[config.mk]
export PLATFORM = sky130hd
export DESIGN_NAME = scl_gen
export DESIGN_NICKNAME = d
export VERILOG_FILES = /design/src/rtl/scl_gen_pkg.sv /design/src/rtl/scl_sync.sv /design/src/rtl/scl_phase_cnt.sv /design/src/rtl/scl_fsm.sv /design/src/rtl/scl_gen.sv
export SDC_FILE = /design/constraint.sdc
export NUM_CORES = 1
export LEC_CHECK = 0
export ABC_AREA = 1
export ABC_CLOCK_PERIOD_IN_PS = 2800
export BUFFER_PORTS_ARGS = -buffer_cell sky130_fd_sc_hd__buf_2
export CORE_UTILIZATION = 51
export CTS_CLUSTER_DIAMETER = 60
export DETAILED_ROUTE_END_ITERATION = 7
export HOLD_SLACK_MARGIN = 0.03
export MAX_ROUTING_LAYER = met4
export PLACE_DENSITY = 0.88
export SYNTH_ARGS = -nofsm -noshare
export SYNTH_HDL_FRONTEND = slang
export SYNTH_SLANG_ARGS = --single-unit
[constraint.sdc]
create_clock -name clk -period 2.8 [get_ports clk]
set_input_delay 0.14 -clock clk [delete_from_list [all_inputs] [get_ports clk]]
set_output_delay 0.14 -clock clk [all_outputs]
set_load 0.005 [all_outputs]
[src/rtl/scl_gen_pkg.sv]
package scl_gen_pkg;
    typedef enum logic [2:0] {
        S_IDLE  = 3'd0,
        S_LOW   = 3'd1,
        S_REL   = 3'd2,
        S_HIGH  = 3'd3,
        S_ABORT = 3'd4
    } scl_state_t;
endpackage

[src/rtl/scl_sync.sv]
module scl_sync #(
    parameter int unsigned STAGES = 2
) (
    input  logic clk,
    input  logic rst_n,
    input  logic d,
    output logic q
);
    logic [STAGES-1:0] pipe;

    generate
        if (STAGES == 1) begin : g_one
            always_ff @(posedge clk or negedge rst_n) begin
                if (!rst_n) pipe <= '1;
                else        pipe <= d;
            end
        end else begin : g_many
            always_ff @(posedge clk or negedge rst_n) begin
                if (!rst_n) pipe <= '1;
                else        pipe <= {pipe[STAGES-2:0], d};
            end
        end
    endgenerate

    assign q = pipe[STAGES-1];
endmodule

[src/rtl/scl_phase_cnt.sv]
module scl_phase_cnt #(
    parameter int unsigned CW = 16
) (
    input  logic          clk,
    input  logic          rst_n,
    input  logic          run,
    input  logic          clr,
    input  logic          inc,
    output logic [CW-1:0] cnt
);
    localparam logic [CW-1:0] CMAX = '1;

    always_ff @(posedge clk or negedge rst_n) begin
        if (!rst_n) begin
            cnt <= '0;
        end else if (run) begin
            if (clr)                     cnt <= '0;
            else if (inc && cnt != CMAX) cnt <= cnt + 1'b1;
        end
    end
endmodule

[src/rtl/scl_fsm.sv]
module scl_fsm
    import scl_gen_pkg::*;
#(
    parameter int unsigned CW     = 16,
    parameter int unsigned STAGES = 2
) (
    input  logic          clk,
    input  logic          rst_n,
    input  logic          run,
    input  logic          gate,
    input  logic          enable,
    input  logic [CW-1:0] low_cnt,
    input  logic [CW-1:0] high_cnt,
    input  logic          scl_s,
    input  logic [CW-1:0] cnt,
    output logic          cnt_clr,
    output logic          cnt_inc,
    output logic          scl_pd,
    output logic          busy,
    output logic          fall_stb,
    output logic          rise_stb
);
    localparam logic [CW-1:0] SETTLE = CW'(STAGES);

    scl_state_t state_q, state_d;
    logic [CW:0] cnt_nx;
    logic        low_done, high_done, settled;
    logic        fall_q, rise_q;

    assign cnt_nx    = {1'b0, cnt} + 1'b1;
    assign low_done  = cnt_nx >= {1'b0, low_cnt};
    assign high_done = cnt_nx >= {1'b0, high_cnt};
    assign settled   = cnt >= SETTLE;

    always_comb begin
        state_d = state_q;
        cnt_clr = 1'b0;
        cnt_inc = 1'b0;
        unique case (state_q)
            S_IDLE: begin
                if (enable && !gate) begin
                    state_d = S_LOW;
                    cnt_clr = 1'b1;
                end
            end
            S_LOW: begin
                if (gate) begin
                    state_d = S_ABORT;
                    cnt_clr = 1'b1;
                end else if (low_done) begin
                    state_d = S_REL;
                    cnt_clr = 1'b1;
                end else begin
                    cnt_inc = 1'b1;
                end
            end
            S_REL: begin
                if (gate) begin
                    state_d = S_ABORT;
                    cnt_clr = 1'b1;
                end else if (settled && scl_s) begin
                    state_d = S_HIGH;
                    cnt_clr = 1'b1;
                end else if (!settled) begin
                    cnt_inc = 1'b1;
                end
            end
            S_HIGH: begin
                if (gate) begin
                    state_d = S_ABORT;
                    cnt_clr = 1'b1;
                end else if (!scl_s) begin
                    state_d = S_LOW;
                    cnt_clr = 1'b1;
                end else if (high_done) begin
                    state_d = enable ? S_LOW : S_IDLE;
                    cnt_clr = 1'b1;
                end else begin
                    cnt_inc = 1'b1;
                end
            end
            S_ABORT: begin
                state_d = S_IDLE;
                cnt_clr = 1'b1;
            end
            default: begin
                state_d = S_IDLE;
                cnt_clr = 1'b1;
            end
        endcase
    end

    always_ff @(posedge clk or negedge rst_n) begin
        if (!rst_n) begin
            state_q <= S_IDLE;
            fall_q  <= 1'b0;
            rise_q  <= 1'b0;
        end else if (!run) begin
            fall_q  <= 1'b0;
            rise_q  <= 1'b0;
        end else begin
            state_q <= state_d;
            fall_q  <= (state_d == S_LOW)  && (state_q != S_LOW);
            rise_q  <= (state_d == S_HIGH) && (state_q != S_HIGH);
        end
    end

    always_comb begin
        scl_pd   = (state_q == S_LOW);
        busy     = (state_q == S_LOW) || (state_q == S_REL) || (state_q == S_HIGH);
        fall_stb = fall_q;
        rise_stb = rise_q;
    end
endmodule

[src/rtl/scl_gen.sv]
module scl_gen #(
    parameter int unsigned CW          = 16,
    parameter int unsigned SYNC_STAGES = 2
) (
    input  logic          clk,
    input  logic          rst_n,
    input  logic          enable,
    input  logic [CW-1:0] low_cnt,
    input  logic [CW-1:0] high_cnt,
    input  logic          wait_req,
    input  logic          wait_stop_en,
    input  logic          stop_req,
    input  logic          scl_in,
    output logic          scl_pd,
    output logic          fall_stb,
    output logic          rise_stb,
    output logic          busy
);
    logic          scl_s;
    logic          run, gate;
    logic          cnt_clr, cnt_inc;
    logic [CW-1:0] cnt;

    assign run  = !stop_req;
    assign gate = wait_req && wait_stop_en;

    scl_sync #(.STAGES(SYNC_STAGES)) u_sync (
        .clk   (clk),
        .rst_n (rst_n),
        .d     (scl_in),
        .q     (scl_s)
    );

    scl_phase_cnt #(.CW(CW)) u_cnt (
        .clk   (clk),
        .rst_n (rst_n),
        .run   (run),
        .clr   (cnt_clr),
        .inc   (cnt_inc),
        .cnt   (cnt)
    );

    scl_fsm #(.CW(CW), .STAGES(SYNC_STAGES)) u_fsm (
        .clk      (clk),
        .rst_n    (rst_n),
        .run      (run),
        .gate     (gate),
        .enable   (enable),
        .low_cnt  (low_cnt),
        .high_cnt (high_cnt),
        .scl_s    (scl_s),
        .cnt      (cnt),
        .cnt_clr  (cnt_clr),
        .cnt_inc  (cnt_inc),
        .scl_pd   (scl_pd),
        .busy     (busy),
        .fall_stb (fall_stb),
        .rise_stb (rise_stb)
    );
endmodule

# == Word-level counts from Yosys, hierarchy flattened ==
# Index checks and enable logic that the tools add are counted.
# classes
div,0
add_sub_neg,2
mux,32
shifts,0
n_bitwise,1
n_eq_ne,8
order_cmp,3
reduce_logical,12
mul,0
# op_table
cell,count
>= comparator 17 x 16 -> 1 bit,2
2-to-1 mux 16 bit,2
2-to-1 mux 3 bit,8
2-to-1 mux 1 bit,19
adder 16 x 1 -> 17 bit (second input constant),1
adder 16 x 1 -> 16 bit (second input constant),1
>= comparator 16 x 2 -> 1 bit (second input constant),1
inequality test 16 bit (second input constant),1
one-hot mux 3 bit (4 select lines),1
equality test 3 x 2 -> 1 bit (second input constant),3
equality test 3 x 1 -> 1 bit (second input constant),2
logical AND 1 bit,6
one-hot mux 1 bit (4 select lines),1
logical NOT 3 bit,1
inequality test 3 x 1 -> 1 bit (second input constant),1
inequality test 3 x 2 -> 1 bit (second input constant),1
one-hot mux 1 bit (3 select lines),1
logical OR 1 bit,2
AND reduction 2 bit,1
nonzero test 2 bit,1
logical NOT 1 bit,1
inverter 1 bit,1
# totals
latch_bits,0
elab_cells,63
n_memories,0
ramBits,0
input_bits,39
mem_bits_ro,0
register_bits,23

# == Logic depth before layout (Yosys ltp) ==
# logic_depth
word_depth,9
mapped_depth,25
depth_no_buf,24

# == Hierarchy ==
# From an unflattened synthesis, not the netlist that was laid out.
# hier_totals
hier_cells,468
hier_area_um2,2911.5
# modules_own_cells
mod,area_each_um2,cells_per_inst,seq_area_each_um2,n_inst
scl_fsm,1754.2,292,125.1,1
scl_phase_cnt,1093.5,171,400.4,1
scl_sync,52.6,2,52.6,1
scl_gen,11.3,3,0.0,1

# == Worst setup path after synthesis ==
# Ideal clock, no wire load.
# synth_path
path_type,reg-to-reg
from,register u_cnt.cnt[4]
to,register u_cnt.cnt[15]
setup_slack_ns,-0.078
period_less_slack_ns,2.878
n_path_buf,2
required_ns,2.735
t_arrival_ns,2.813
stages_incl_launch_ff,22
path_cell_list,dfrtp_1 -> buf_2 -> nand2_2 -> nor4_1 -> nand2_1 -> nor2_1 -> xor2_1 -> ha_1 -> nand2_1 -> nor2_1 -> nand2_1 -> nor2_1 -> nor2_1 -> nand3_1 -> nor2_4 -> nand3_2 -> nand2_2 -> nand3_4 -> a21oi_4 -> buf_6 -> nand4_1 -> nand2_1
# synth_via
elab_chain_len,9
elab_cells_between_ends,29
# synth_lines
element,line,rtl
from (decl),scl_phase_cnt.sv:9,output logic [CW-1:0] cnt
from (signal assigned),scl_phase_cnt.sv:18,else if (inc && cnt != CMAX) cnt <= cnt + 1'b1;
adder 16 x 1 -> 17 bit,scl_fsm.sv:30,"assign cnt_nx = {1'b0, cnt} + 1'b1;"
>= comparator 17 x 16 -> 1 bit,scl_fsm.sv:32,"assign high_done = cnt_nx >= {1'b0, high_cnt};"
2-to-1 mux 1 bit,scl_fsm.sv:75,end else if (high_done) begin
2-to-1 mux 1 bit,scl_fsm.sv:72,end else if (!scl_s) begin
2-to-1 mux 1 bit,scl_fsm.sv:69,if (gate) begin
one-hot mux 1 bit (3 select lines),scl_fsm.sv:39,unique case (state_q)
logical AND 1 bit,scl_phase_cnt.sv:18,
nonzero test 2 bit (no line),--,
AND reduction 2 bit (no line),--,
# Parallel ways exist; a longest one is shown, timed or not. The select of a mux whose other input is x is not followed.
# A chain may end at the register's enable or synchronous reset.

# == Worst setup path after layout ==
# layout_path
from,register u_cnt.cnt[0]
to,register u_cnt.cnt[15]
# Same word-level chain as after synthesis.

==> results.py <==
metrics = {
    "global_route": {
        "grt_overflow_total": 0,
        "grt_pass1_wl_mm": 12.51,
        "grt_pass1_vias": 2762,
        "antenna_found_initial": 0,
        "grt_start_max_net_pins": 24,
        "grt_use_total_pct": 33.00,
    },
    "yosys": {
        "yosysMostFrequentCell": "nand2_1",
        "yosysTopAreaCellShare_pct": 21.47,
        "synth-async-reset-ratio_pct": 100.0,
        "ys_seq_area_share_pct": 23.62,
        "synth_nets": 429,
        "synthTopCellsByArea": "dfrtp_1, ha_1, nand2_1",
        "synth_area_um2": 2447,
        "yosysWarnings": 0,
        "synth_commonest_cells": "nand2_1, inv_1, ha_1",
        "avgSynthCellArea_um2": 6.875,
        "synth_top_area_cell": "dfrtp_1",
        "ys_ff_latch": 23,
        "synth-edff-count": 0,
        "synth_top_flop_cell": "dfrtp_1",
        "synthCells": 356,
        "synth_cell_types": 31,
    },
    "layout": {
        "layout-drive-gt1-share_pct": 39.16,
        "final_area_um2": 3502,
        "n_antenna_cell": 0,
        "nets": 526,
        "syn2layout_area_growth_pct": 43.10,
        "instances_no_fill": 504,
        "fill_cells": 268,
    },
    "timing": {
        "setup_viol": 19,
        "slew_violations": 0,
        "skew_ns": 0.01927,
        "setup_ws_ns": -0.6724,
        "whs_ns": 0.06895,
        "timing.final.hold_violations": 0,
        "grt_setup_unrepaired": "yes",
        "maxSlewHeadroom_pct": 39.43,
        "min_period_over_period_pct": 124.0,
        "fmax_mhz": 288.0,
        "min_period_ns": 3.472,
        "worstMarginPinSlew_ns": 0.9075,
    },
    "route": {
        "highest_layer": "met4",
        "ant_nets": 0,
        "m1WireLength_mm": 3.162,
        "num_vias": 3057,
        "wl_met3_um": 972,
        "drt_iter0_markers": 501,
        "drc": 3,
        "finalWirelength_mm": 9.317,
        "firstDrtPassIters": 8,
        "wl_met2_mm": 4.436,
        "routed_via_density": 6.065,
        "wl_per_cell_um": 18.49,
    },
    "floorplanning": {
        "row_count": 24,
        "die_h_um": 71.27,
        "dieWidth_um": 71.27,
        "die_area_um2": 5079,
        "ios": 43,
        "start_util_pct": 54.70,
        "core_area_um2": 4474,
    },
    "setup_path": {
        "crit_type": "reg2reg",
        "crit_start": "u_cnt.cnt[0]",
        "r2r-start": "u_cnt.cnt[0]",
        "arrival_ns": 3.68,
        "cp.required_ns": 3.00,
        "path_max_fanout": 8,
        "r2r-end": "u_cnt.cnt[15]",
        "r2r_cells": 24,
        "crit_path_start_kind": "flip-flop",
        "end_kind": "flip-flop",
        "r2r_slack_ns": -0.67,
    },
    "power": {
        "p_leak_nw": 2.084,
        "p_switching_mw": 0.3241,
        "pwr_density_cell_nw_per_um2": 255.1,
        "seq_power_share_pct": 39.6,
        "finalPower_mw": 0.8934,
        "worst_ir_drop_vdd_v": 0.0001888,
        "p_int_mw": 0.5693,
        "switching_share_pct": 36.28,
        "comb_power_share_pct": 35.1,
        "clkPwrFrac_pct": 25.3,
    },
    "place": {
        "io_buffers": 42,
        "gp_congestion": 0.9449,
        "place_area_um2": 3039,
        "place_inst": 488,
        "hpwl_mm": 5.204,
    },
    "clocking": {
        "root_buffer": "clkbuf_8",
        "insertion_delay_ns": 0.29,
        "clkSlewWorstSetupHoldPaths_ns": 0.08,
        "cts_tree": "built",
        "clock_tree.buffer_depth": 2,
        "htreeDepth": 1,
        "clock_sinks": 23,
        "numCtsBuffers": 3,
    },
    "run_status": {
        "failed_checks": "design-rule violations, negative setup slack",
        "outcome": "finished with violations",
    },
    "flow_run": {
        "drv_cap": 0,
    },
    "worst_hold_path": {
        "hold_path_end": "u_fsm.rise_stb",
        "hp-class": "in2reg",
        "hp-start": "stop_req",
        "holdPathStages": 2,
    },
}
power by group through the flow:
| stage | clock network (mW) | logic [mW] | registers (mW) |
|---|---|---|---|
| finish | 0.226 | 0.314 | 0.354 |
| global route | 0.237 | 0.334 | 0.354 |
| CTS | 0.218 | 0.275 | 0.351 |
| detailed placement | 0 | 0.224 | 0.359 |
| global placement | 0 | 0.216 | 0.358 |
| floorplan | 0 | 0.138 | 0.359 |
routing by layer:
layer	vias to the layer above	track usage [%]
met3	100	5.626
met4	0	15.56
met1	1358	36.23
li1	1328	-
met5	-	-
met2	271	58.10
cell type report:
type / instances / area [um^2] / area share, %
Timing Repair Buffer: 97 / 664.4 / 18.97
Tap cell: 52 / 65.06 / 1.858
Inverter: 69 / 261.5 / 7.467
Clock buffer: 4 / 45.04 / 1.286
Sequential cell: 23 / 578.1 / 16.51
Multi-Input combinational cell: 259 / 1888 / 53.91
worst max-delay path: stages (launching register included):
cell and delay, ns:
dfrtp_1 0.38, buf_4 0.13, nand3_1 0.12, buf_4 0.19
nor2_2 0.10, nand4_1 0.14, xor2_1 0.21, inv_1 0.14
ha_1 0.31, nand2_2 0.07, nor2_1 0.14, nand3b_1 0.10
nand2_1 0.08, nand2_1 0.05, nand2_1 0.06, nand2_1 0.05
nand2_1 0.07, nand2_2 0.08, buf_4 0.14, nand4_1 0.11
nor2b_4 0.24, nand3_4 0.16, nand2_8 0.15, nand2_1 0.10
nand2_1 0.09
registers in the layout, indices dropped and copies added (netlist names):
register,count
u_fsm.rise_stb,1
u_sync.pipe,2
u_fsm.fall_stb,1
u_cnt.cnt,16
u_fsm.state_q,3
worst max-delay path by stage:
| stage | to | slack [ns] | cells past startpoint |
|---|---|---|---|
| 3_3_place_gp | u_cnt.cnt[13] | -0.21 | 22 |
| 6_report | u_cnt.cnt[15] | -0.67 | 24 |
| 2_1_floorplan | u_cnt.cnt[15] | 0.003 | 21 |
| 3_5_place_dp | u_cnt.cnt[12] | -0.34 | 25 |
| 5_1_grt | u_cnt.cnt[15] | -0.84 | 24 |
| 4_1_cts | u_cnt.cnt[5] | -0.29 | 23 |
cell families (layout without fill, tap and decap cells):
group	Yosys count	in the layout	synth area share [%]
AO/OA/AOI/OAI	21	21	5.267
XOR/XNOR	14	14	5.010
adder cells (fa/ha/maj)	34	34	17.38
buffers and inverters	75	170	12.32
flip-flops	23	23	23.62
AND/OR/NAND/NOR	189	190	36.40
layout by cell type, fill, tap and decap left out, types with 21 or more instances in the layout:
cell,n
buf_2,42
buf_4,50
dfrtp_1,21
ha_1,28
inv_1,65
nand2_1,75
nand2_2,26
nand4_1,24
nor2_1,21
timing repair:
action | CTS | global route
hold buffers | 2 | 0
cloned | 2 | 0
gates resized for setup | 28 | 45
hold endpoints to repair | 22 | 0
pin swaps | 4 | 22
buffers inserted | 6 | 4
setup endpoints to repair | 19 | 19
through the flow:
stage                     setup TNS (ns)  setup slack [ns]  utilization, %
after floorplan                        0          0.002600               -
final                             -10.99           -0.6724           78.27
after CTS                         -4.549           -0.2871           73.85
after detailed placement          -5.908           -0.3402           67.93
after global routing              -14.09           -0.8382           78.27
after global placement            -3.717           -0.2111           67.93
No activity file was read; power rests on OpenSTA's default activity.
